**src/rtl/mtl_pkg.sv**
```systemverilog
package mtl_pkg;

   localparam logic [7:0] MT_UC      = 8'h00;
   localparam logic [7:0] MT_WC      = 8'h01;
   localparam logic [7:0] MT_WT      = 8'h04;
   localparam logic [7:0] MT_WP      = 8'h05;
   localparam logic [7:0] MT_WB      = 8'h06;
   localparam logic [7:0] MT_INVALID = 8'hFF;

   localparam int FIXED_BYTES = 88;

   localparam logic [1:0] WK_FIXED = 2'd0;
   localparam logic [1:0] WK_BASE  = 2'd1;
   localparam logic [1:0] WK_MASK  = 2'd2;
   localparam logic [1:0] WK_CTRL  = 2'd3;

   typedef enum logic [1:0] {
      ST_IDLE = 2'd0,
      ST_SCAN = 2'd1,
      ST_DONE = 2'd2
   } lookup_state_t;

endpackage

```
**src/rtl/mtl_fixed_bank.sv**
```systemverilog
module mtl_fixed_bank
   import mtl_pkg::*;
#(
   parameter bit HAS_FIXED = 1'b1
) (
   input  logic        clk,
   input  logic        rst_n,
   input  logic        wr_en,
   input  logic [6:0]  wr_idx,
   input  logic [7:0]  wr_byte,
   input  logic [19:0] look_addr,
   output logic [7:0]  look_type
);

   generate
      if (HAS_FIXED) begin : g_bank
         logic [7:0] mem_q [FIXED_BYTES];
         logic [6:0] rd_idx;
         logic       unused_lo;

         always_ff @(posedge clk or negedge rst_n) begin
            if (!rst_n) begin
               for (int i = 0; i < FIXED_BYTES; i++) mem_q[i] <= '0;
            end else if (wr_en && (wr_idx < 7'(FIXED_BYTES))) begin
               mem_q[wr_idx] <= wr_byte;
            end
         end

         always_comb begin
            if (!look_addr[19])
               rd_idx = {4'b0, look_addr[18:16]};
            else if (!look_addr[18])
               rd_idx = 7'd8 + {3'b0, look_addr[17:14]};
            else
               rd_idx = 7'd24 + {1'b0, look_addr[17:12]};
         end

         assign look_type = mem_q[rd_idx];
         assign unused_lo = ^look_addr[11:0];
      end else begin : g_none
         logic unused_fix;
         assign look_type  = MT_UC;
         assign unused_fix = ^{clk, rst_n, wr_en, wr_idx, wr_byte, look_addr};
      end
   endgenerate

endmodule

```
**src/rtl/mtl_var_bank.sv**
```systemverilog
module mtl_var_bank #(
   parameter int NUM_VAR = 8,
   parameter int ADDR_W  = 48,
   parameter int IDX_W   = 3
) (
   input  logic              clk,
   input  logic              rst_n,
   input  logic              wr_base_en,
   input  logic              wr_mask_en,
   input  logic [6:0]        wr_idx,
   input  logic [63:0]       wr_data,
   input  logic [IDX_W-1:0]  sel,
   input  logic [ADDR_W-1:0] look_addr,
   output logic              hit,
   output logic [7:0]        hit_type
);

   localparam int PG_W = ADDR_W - 12;

   logic [PG_W-1:0] base_a [NUM_VAR];
   logic [PG_W-1:0] mask_a [NUM_VAR];
   logic [7:0]      type_a [NUM_VAR];
   logic            vld_a  [NUM_VAR];
   logic            unused_bits;

   genvar g;
   generate
      for (g = 0; g < NUM_VAR; g++) begin : g_rng
         logic [PG_W-1:0] base_r;
         logic [PG_W-1:0] mask_r;
         logic [7:0]      type_r;
         logic            vld_r;

         always_ff @(posedge clk or negedge rst_n) begin
            if (!rst_n) begin
               base_r <= '0;
               mask_r <= '0;
               type_r <= '0;
               vld_r  <= 1'b0;
            end else begin
               if (wr_base_en && (wr_idx == 7'(g))) begin
                  base_r <= wr_data[ADDR_W-1:12];
                  type_r <= wr_data[7:0];
               end
               if (wr_mask_en && (wr_idx == 7'(g))) begin
                  mask_r <= wr_data[ADDR_W-1:12];
                  vld_r  <= wr_data[11];
               end
            end
         end

         assign base_a[g] = base_r;
         assign mask_a[g] = mask_r;
         assign type_a[g] = type_r;
         assign vld_a[g]  = vld_r;
      end
   endgenerate

   assign hit = vld_a[sel] &&
                (((look_addr[ADDR_W-1:12] ^ base_a[sel]) & mask_a[sel]) == '0);
   assign hit_type = type_a[sel];

   assign unused_bits = ^{wr_data[63:ADDR_W], wr_data[10:8], look_addr[11:0]};

endmodule

```
**src/rtl/mtl_merge.sv**
```systemverilog
module mtl_merge
   import mtl_pkg::*;
(
   input  logic       prev_vld,
   input  logic [7:0] prev_type,
   input  logic       cur_hit,
   input  logic [7:0] cur_type,
   output logic       nxt_vld,
   output logic [7:0] nxt_type,
   output logic       stop
);

   always_comb begin
      nxt_vld  = prev_vld;
      nxt_type = prev_type;
      stop     = 1'b0;
      if (cur_hit) begin
         nxt_vld = 1'b1;
         if (!prev_vld) begin
            nxt_type = cur_type;
         end else if ((prev_type == MT_UC) || (cur_type == MT_UC)) begin
            nxt_type = MT_UC;
            stop     = 1'b1;
         end else if (((prev_type == MT_WB) && (cur_type == MT_WT)) ||
                      ((prev_type == MT_WT) && (cur_type == MT_WB))) begin
            nxt_type = MT_WT;
         end else if (prev_type != cur_type) begin
            nxt_type = MT_UC;
            stop     = 1'b1;
         end
      end
   end

endmodule

```
**src/rtl/mtype_lookup.sv**
```systemverilog
module mtype_lookup
   import mtl_pkg::*;
#(
   parameter int ADDR_W    = 48,
   parameter int NUM_VAR   = 8,
   parameter bit HAS_FIXED = 1'b1,
   parameter bit HAS_TOP2  = 1'b1
) (
   input  logic              clk,
   input  logic              rst_n,
   input  logic              wr_en,
   input  logic [1:0]        wr_kind,
   input  logic [6:0]        wr_idx,
   input  logic [63:0]       wr_data,
   input  logic              req_valid,
   output logic              req_ready,
   input  logic [ADDR_W-1:0] req_addr,
   output logic              rsp_valid,
   output logic [7:0]        rsp_type
);

   localparam int IDX_W = (NUM_VAR > 1) ? $clog2(NUM_VAR) : 1;
   localparam int T2_W  = ADDR_W - 23;

   generate
      if ((ADDR_W < 33) || (ADDR_W > 48)) begin : g_bad_aw
         $error("mtype_lookup: ADDR_W must lie in 33..48");
      end
      if ((NUM_VAR < 1) || (NUM_VAR > 64)) begin : g_bad_nv
         $error("mtype_lookup: NUM_VAR must lie in 1..64");
      end
   endgenerate

   lookup_state_t     state_q;
   logic [IDX_W-1:0]  scan_idx;
   logic [ADDR_W-1:0] cap_addr;
   logic              acc_vld;
   logic [7:0]        acc_type;
   logic [7:0]        res_type;

   logic [7:0] def_type;
   logic       en_gen, en_fix, cfg_loaded;
   logic       top2_hit;

   logic       wr_ctrl;
   assign wr_ctrl = wr_en && (wr_kind == WK_CTRL);

   always_ff @(posedge clk or negedge rst_n) begin
      if (!rst_n) begin
         def_type   <= '0;
         en_gen     <= 1'b0;
         en_fix     <= 1'b0;
         cfg_loaded <= 1'b0;
      end else if (wr_ctrl && (wr_idx == 7'd0)) begin
         def_type   <= wr_data[7:0];
         en_fix     <= wr_data[10];
         en_gen     <= wr_data[11];
         cfg_loaded <= 1'b1;
      end
   end

   generate
      if (HAS_TOP2) begin : g_top2
         logic [T2_W-1:0] top2_q;
         always_ff @(posedge clk or negedge rst_n) begin
            if (!rst_n)
               top2_q <= '0;
            else if (wr_ctrl && (wr_idx == 7'd1))
               top2_q <= wr_data[ADDR_W-1:23];
         end
         assign top2_hit = (top2_q != '0) && (cap_addr[ADDR_W-1:32] != '0) &&
                           (cap_addr < {top2_q, 23'b0});
      end else begin : g_no_top2
         assign top2_hit = 1'b0;
      end
   endgenerate

   logic [7:0] fix_type;
   mtl_fixed_bank #(.HAS_FIXED(HAS_FIXED)) u_fixed (
      .clk       (clk),
      .rst_n     (rst_n),
      .wr_en     (wr_en && (wr_kind == WK_FIXED)),
      .wr_idx    (wr_idx),
      .wr_byte   (wr_data[7:0]),
      .look_addr (req_addr[19:0]),
      .look_type (fix_type)
   );

   logic       var_hit;
   logic [7:0] var_type;
   mtl_var_bank #(.NUM_VAR(NUM_VAR), .ADDR_W(ADDR_W), .IDX_W(IDX_W)) u_var (
      .clk        (clk),
      .rst_n      (rst_n),
      .wr_base_en (wr_en && (wr_kind == WK_BASE)),
      .wr_mask_en (wr_en && (wr_kind == WK_MASK)),
      .wr_idx     (wr_idx),
      .wr_data    (wr_data),
      .sel        (scan_idx),
      .look_addr  (cap_addr),
      .hit        (var_hit),
      .hit_type   (var_type)
   );

   logic       nxt_vld, stop;
   logic [7:0] nxt_type;
   mtl_merge u_merge (
      .prev_vld  (acc_vld),
      .prev_type (acc_type),
      .cur_hit   (var_hit),
      .cur_type  (var_type),
      .nxt_vld   (nxt_vld),
      .nxt_type  (nxt_type),
      .stop      (stop)
   );

   logic accept, fixed_path, last_rng;
   assign accept     = req_valid && (state_q == ST_IDLE);
   assign fixed_path = HAS_FIXED && en_fix && (req_addr[ADDR_W-1:20] == '0);
   assign last_rng   = (scan_idx == IDX_W'(NUM_VAR - 1));

   always_ff @(posedge clk or negedge rst_n) begin
      if (!rst_n) begin
         state_q  <= ST_IDLE;
         scan_idx <= '0;
         cap_addr <= '0;
         acc_vld  <= 1'b0;
         acc_type <= '0;
         res_type <= '0;
      end else begin
         case (state_q)
            ST_IDLE: if (accept) begin
               cap_addr <= req_addr;
               scan_idx <= '0;
               acc_vld  <= 1'b0;
               if (!cfg_loaded || !en_gen) begin
                  res_type <= MT_INVALID;
                  state_q  <= ST_DONE;
               end else if (fixed_path) begin
                  res_type <= fix_type;
                  state_q  <= ST_DONE;
               end else begin
                  state_q  <= ST_SCAN;
               end
            end
            ST_SCAN: begin
               acc_vld  <= nxt_vld;
               acc_type <= nxt_type;
               if (stop || last_rng) begin
                  state_q <= ST_DONE;
                  if (top2_hit)
                     res_type <= MT_WB;
                  else if (nxt_vld)
                     res_type <= nxt_type;
                  else
                     res_type <= def_type;
               end else begin
                  scan_idx <= scan_idx + 1'b1;
               end
            end
            default: state_q <= ST_IDLE;
         endcase
      end
   end

   assign req_ready = (state_q == ST_IDLE);
   assign rsp_valid = (state_q == ST_DONE);
   assign rsp_type  = res_type;

endmodule


```
**config.mk**
```make
export PLATFORM = sky130hd
export DESIGN_NAME = mtype_lookup
export DESIGN_NICKNAME = d
export VERILOG_FILES = /design/src/rtl/mtl_pkg.sv /design/src/rtl/mtl_fixed_bank.sv /design/src/rtl/mtl_var_bank.sv /design/src/rtl/mtl_merge.sv /design/src/rtl/mtype_lookup.sv
export SDC_FILE = /design/constraint.sdc
export NUM_CORES = 2
export LEC_CHECK = 0
export ABC_AREA = 1
export BUFFER_PORTS_ARGS = -buffer_cell sky130_fd_sc_hd__buf_2
export CORE_MARGIN = 8
export CORE_UTILIZATION = 57
export CTS_BUF_LIST = sky130_fd_sc_hd__clkbuf_16
export DETAILED_ROUTE_END_ITERATION = 7
export PLACE_DENSITY = 0.8
export RECOVER_POWER = 100
export SYNTH_ARGS = -nofsm -noshare
export SYNTH_HDL_FRONTEND = slang
export SYNTH_SLANG_ARGS = --single-unit
```
**constraint.sdc**
```tcl
create_clock -name clk -period 2.5 [get_ports clk]
set_input_delay 0.125 -clock clk [delete_from_list [all_inputs] [get_ports clk]]
set_output_delay 0.125 -clock clk [all_outputs]
set_load 0.03 [all_outputs]
```
### Word level (Yosys, flattened, before mapping)

Index checks and enable logic that the tools add are counted.

| word-level totals | value |
|---|---|
| bits in registers | 1458 |
| logic and storage cells | 267 |

| cells by class | value |
|---|---|
| equality and inequality tests | 22 |
| multiplexer cells | 48 |
| magnitude comparators | 6 |
| bitwise gates (word level) | 5 |
| reduce and logical (&&, ||, !) cells | 52 |
| $add $sub $neg | 3 |

Operators with widths:

| operator | number |
|---|---|
| bitwise mux 704 bit | 1 |
| binary-select mux 36 bit (select 3 bit) | 2 |
| two-way mux 36 bit | 4 |
| two-way mux 8 bit | 16 |
| binary-select mux 8 bit (select 7 bit) | 1 |
| demux 8 bit (select 7 bit) | 1 |
| less-than comparator 48 bit | 1 |
| AND 36 bit | 1 |
| zero test 36 bit | 1 |
| XOR 36 bit | 1 |
| equality test 8 x 3 -> 1 bit (second input constant) | 4 |
| logical AND 1 bit | 31 |
| equality test 7 x 3 -> 1 bit (second input constant) | 4 |
| zero test 28 bit | 1 |
| nonzero test 25 bit | 1 |
| binary-select mux 8 bit (select 3 bit) | 1 |
| >= comparator 8 bit (second input constant) | 2 |
| zero test 8 bit | 2 |
| inverter 7 -> 8 bit | 2 |
| case mux 8 bit (2 select lines) | 1 |
| nonzero test 16 bit | 1 |
| equality test 7 x 2 -> 1 bit (second input constant) | 2 |
| two-way mux 7 bit | 2 |
| two-way mux 1 bit | 9 |
| 29 further kinds | 44 |

### Longest topological paths before layout

| depth | value |
|---|---|
| depth after elaboration | 15 |
| depth in mapped cells | 26 |
| gate-level depth less buffers | 22 |

### Modules after synthesis

A second synthesis with hierarchy kept.

| unflattened totals | value |
|---|---|
| cell total of the unflattened synthesis | 9111 |
| area total of the unflattened synthesis | 69842.0 um^2 |

Modules (own cells, without submodules):

| module | instances | area an instance (um^2) | seq. area each (um^2) | cells each |
|---|---|---|---|---|
| mtl_fixed_bank | 1 | 33983.8 | 17616.9 | 4453 |
| mtl_var_bank | 1 | 30122.6 | 16215.6 | 3878 |
| mtype_lookup | 1 | 5286.3 | 2652.5 | 687 |
| mtl_merge | 1 | 449.2 | 0.0 | 93 |

### Least setup slack after synthesis

OpenSTA, ideal clock, no wires.

| path | value |
|---|---|
| kind | flip-flop to flip-flop |
| start | reg scan_idx[0] |
| end | reg res_type[2] (netlist: rsp_type[2]) |
| arrival | 2296 ps |
| setup slack | 86 ps |
| clock period less this slack | 2414 ps |
| stages on the path, launching flop included | 24 |
| cell sequence | dfrtp_1 > buf_6 > buf_6 > buf_6 > buf_6 > nor2_1 > nor2_1 > o21ai_0 > nand3_1 > nand2_1 > nand2_1 > nor2_2 > nand3_1 > nand2_1 > inv_2 > a21oi_2 > nand2_1 > nand2_2 > nand2_4 > inv_2 > buf_6 > nand2_2 > nor2_1 > nor2_1 |

| between the ends | value |
|---|---|
| cells in the longest elaborated chain, start to end | 15 |

RTL lines:

| what | RTL line | RTL |
|---|---|---|
| from (decl) | mtype_lookup.sv:35 | `logic [IDX_W-1:0] scan_idx;` |
| from (signal assigned) | mtype_lookup.sv:157 | `scan_idx <= scan_idx + 1'b1;` |
| inverter 3 -> 4 bit (not written as such) | mtl_var_bank.sv:59, mtl_var_bank.sv:60, mtl_var_bank.sv:61 |  |
| binary-select mux 8 bit (select 3 bit) | mtl_var_bank.sv:61 | `assign hit_type = type_a[sel];` |
| two-way mux 8 bit (not written as such) (2 in a row) | mtl_var_bank.sv:61 |  |
| equality test 8 x 3 -> 1 bit (on tied branches) | mtl_merge.sv:24, mtl_merge.sv:25 |  |
| logical AND 1 bit (on tied branches) | mtl_merge.sv:24, mtl_merge.sv:25 |  |
| logical OR 1 bit | mtl_merge.sv:24 | `end else if (((prev_type == MT_WB) && (cur_type == MT_WT)) \|\|` |
| two-way mux 8 bit | mtl_merge.sv:24 |  |
| two-way mux 8 bit | mtl_merge.sv:21 | `end else if ((prev_type == MT_UC) \|\| (cur_type == MT_UC)) begin` |
| two-way mux 8 bit | mtl_merge.sv:19 | `if (!prev_vld) begin` |
| two-way mux 8 bit | mtl_merge.sv:17 | `if (cur_hit) begin` |
| two-way mux 8 bit | mtype_lookup.sv:152 | `else if (nxt_vld)` |
| two-way mux 8 bit | mtype_lookup.sv:150 | `if (top2_hit)` |
| two-way mux 8 bit | mtype_lookup.sv:148 | `if (stop \|\| last_rng) begin` |
| case mux 8 bit (2 select lines) | mtype_lookup.sv:130 | `case (state_q)` |
| to (signal assigned) | mtype_lookup.sv:139 | `res_type <= fix_type;` |
| to (signal assigned) | mtype_lookup.sv:153 | `res_type <= nxt_type;` |
| to (signal assigned) | mtype_lookup.sv:155 | `res_type <= def_type;` |
| to (decl) | mtype_lookup.sv:39 | `logic [7:0] res_type;` |

Parallel ways exist; a longest one is shown, timed or not. The select of a mux whose other input is x is not followed.
A chain may end at the register's enable or synchronous reset.

### Worst setup path in the final report

| path | value |
|---|---|
| start | reg scan_idx[0] |
| end | reg res_type[0] (netlist: rsp_type[0]) |

The elaborated chain is that of the path after synthesis.

==> flow_summary.toml <==
[setup_path]
rr_startpoint = "scan_idx[0]$_DFFE_PN0P_"
crit_fanout = 10
r2r_setup_slack_ns = -0.57
worstSetupPathType = "flip-flop to flip-flop"
cp.required_ns = 3.18
worstSetupStartpointType = "flip-flop"
critPathArrivalTime_ns = 3.75
r2r_end = "rsp_type[0]$_DFFE_PN0P_"
worstRegToRegCells = 22
end_kind = "flip-flop"

[floorplan]
rows = 126
die_w_um = 361
start_util_pct = 57.5
ios = 135
die_h_um = 361
die_area_sq_um = 131000
core-area_sq_um = 118000

[synth]
syn_inst = 8715
syn_area_sq_um = 68000
netlist-cell-type-count = 41
synthTopCellsByArea = "dfrtp_1 53%, nand2_1 16%, o21ai_0 12%, nand3_1 5.1%, inv_1 3.6%"
postSynthAreaPerCell_sq_um = 7.81
ys_ff_latch = 1446
synth_seq_area_share_pct = 53.2
synth_area_leader_cell = "dfrtp_1"
synth_top_area_share_pct = 53.2
synth_fp_nets = 8867
yosysWarnings = 0

[finish]
drive_above_1_share_pct = 10.2
final_nets = 9017
finish.utilization_pct = 66.8
instances_no_fill = 10500
area_growth_syn_to_layout_pct = 16.2

[detailed_routing]
wl_per_cell_um = 20.3
vias_per_cell = 5.98
drt_wl_total_mm = 213
drt_iter0_drc = 8588
drc = 2
vias = 63000
drt.antenna.violating_nets = 0
first_pass_iters = 8

[global_route]
gr-total-overflow = 0
grt_pass1_wl_mm = 330
grt_usage_pct = 31.3
grt_max_degree = 105
grt_antenna_before_repair = 3
grt_pass1_vias = 59900

[place]
io_buffers = 104
gp_congestion = 0.943
dp_hpwl_mm = 128
placed_cells = 10100

[sta]
slew_violations = 41
setup_viol = 123
final.period_utilization_pct = 123
worst_pin_slew_ns = 1.99
slew-limit-headroom_pct = -32.4
period_needed_ns = 3.07
rsz0062_at_grt = "true"
fin_ws_ns = -0.567
worst_hold_slack_ns = 0.0215
fin_worst_skew_ns = 0.0381
hold_viol_final = 0
max_freq_mhz = 326

[min_path]
hold_end = "u_var.g_rng[6].mask_r[9]$_DFFE_PN0P_"
hold_class = "input port to flip-flop"
min_path_cells = 6
hold_start = "wr_idx[1]"

[clock_network]
cts_buffer_depth = 3
cts.htree.levels = 4
path_clk_slew_ns = 0.06
cts_buffers = 152
clk_latency_ns = 0.80
cts.sinks = 1446
cts_root_buffer = "clkbuf_16"
cts_tree = "built"

[power_and_ir_drop]
peakVddDrop_v = 0.000810
total_leakage_power_nw = 37.1
power.total_mw = 53.3
powerDensity_nw_per_um2 = 674

[outcome]
violations = "design-rule violations, max-capacitance violations, max-slew violations, negative setup slack"
outcome = "finished with violations"

[run]
drv_cap = 2
==> routing by layer <==
| metal | vias to the layer above | global-route usage [%] | share of wire, % |
|---|---|---|---|
| met2 | 3635 | 48.6 | 45 |
| met5 | - | 0 | 0.0061 |
| li1 | 28500 | - | - |
| met1 | 30200 | 42.1 | 39 |
| met3 | 707 | 6.24 | 10 |
| met4 | 2 | 15.6 | 5.2 |
==> critical path, stage by stage, from the launching register on <==
cell and delay, ns:
dfrtp_4 0.56, buf_12 0.17, buf_16 0.16, buf_4 0.15
clkbuf_16 0.16, nand2_1 0.06, nand3_1 0.10, nand2_1 0.10
nand2_1 0.09, nand3_2 0.10, nand2_1 0.07, nor2_2 0.10
nand2_1 0.07, nor2_1 0.08, nand2_1 0.10, nand2_4 0.11
buf_4 0.11, buf_4 0.12, nand3_4 0.11, nand2_1 0.12
nand3_1 0.10, nand2_1 0.12, a21oi_2 0.06
==> cells in the mapped netlist (all sizes together) <==
cell	number
o21ai	1624
o221ai	4
mux2	1
xor2	1
a32oi	1
nand4	15
nand3b	6
inv	656
nor3	11
buf	158
a41oi	1
nand3	691
o2111ai	1
a211oi	1
nor4	9
and2	1
clkinv	2
dfrtp	1446
a22oi	8
o211ai	136
clkbuf	461
o21a	1
o22ai	6
or2	16
ha	27
nand2	2838
a31oi	6
o31ai	2
nor2	382
a21oi	203
==> where the power goes <==
part / switching, mW / total, mW / leakage [nW] / internal, mW
combinational: 3.91 / 5.91 / 14.6 / 1.99
clock: 9.77 / 22.7 / 2.55 / 13.0
sequential: 0.517 / 24.6 / 20.0 / 24.1
==> metrics by stage <==
| step | setup WS, ns | setup TNS [ns] | area (sq um) |
|---|---|---|---|
| floorplan | 0.0861 | 0 | 68000 |
| global placement | -0.783 | -13.21 | 72100 |
| detailed placement | -0.777 | -13.80 | 72100 |
| CTS | -0.507 | -8.50 | 78200 |
| global route | -0.665 | -40.56 | 79000 |
| finish | -0.567 | -24.71 | 79000 |
==> placed cells by master, fill, tap and decap left out, types with 136 or more instances in the layout <==
master,count
nand2_1,2765
o21ai_0,1568
dfrtp_1,1444
inv_1,672
nand3_1,663
nor2_1,346
buf_4,229
a21oi_1,180
clkbuf_16,171
o211ai_1,136
==> cells by family (layout without fill, tap and decap cells) <==
logic type	Yosys count	in the layout	synth area share [%]
flops	1446	1446	53.2
other cells	0	5	0
mux	1	1	0.0166
simple gates	3969	3969	23.4
buf+inv	1277	1552	7.53
compound gates	1994	1994	15.3
fa+ha+maj	27	27	0.497
xor+xnor	1	1	0.0129
==> flip-flops by register name, summed over array words and instances, names as in the netlist, 25 cells and up <==
name	cells
cap_addr	36
g_top2.top2_q	25
u_fixed.g_bank.mem_q	704
u_var.g_rng.base_r	288
u_var.g_rng.mask_r	288
u_var.g_rng.type_r	64
==> how the worst max path moves through the flow <==
stage	depth (start not counted)	endpoint	from	slack, ns
global route	22	rsp_type[0]$_DFFE_PN0P_	scan_idx[0]$_DFFE_PN0P_	-0.66
CTS	22	rsp_type[5]$_DFFE_PN0P_	scan_idx[0]$_DFFE_PN0P_	-0.51
detailed placement	19	rsp_type[6]$_DFFE_PN0P_	scan_idx[0]$_DFFE_PN0P_	-0.78
floorplan	23	rsp_type[2]$_DFFE_PN0P_	scan_idx[0]$_DFFE_PN0P_	0.09
global placement	19	rsp_type[6]$_DFFE_PN0P_	scan_idx[0]$_DFFE_PN0P_	-0.78
finish	22	rsp_type[0]$_DFFE_PN0P_	scan_idx[0]$_DFFE_PN0P_	-0.57
==> what timing repair did <==
item | in CTS | in global routing
endpoints found under the hold margin | 2146 | 0
hold buffers | 94 | 0
gates resized for setup | 25 | 208
setup endpoints to repair | 22 | 24
buffers inserted | 3 | 21
pin swaps | 1 | 64
gates cloned | 1 | 22
==> final cells by class <==
cell class	instances	area (sq um)
repair buffers	614	5960
well taps	1536	1920
fillers	9226	39200
repair inverters	1	11.3
diodes	5	12.5
flip-flops and latches	1446	36200
clock buffers	155	3880
inverters	658	2510
multi-input cells	5992	27500
clock inverters	124	1100
Note: power is estimated with default switching activity, not from simulation.
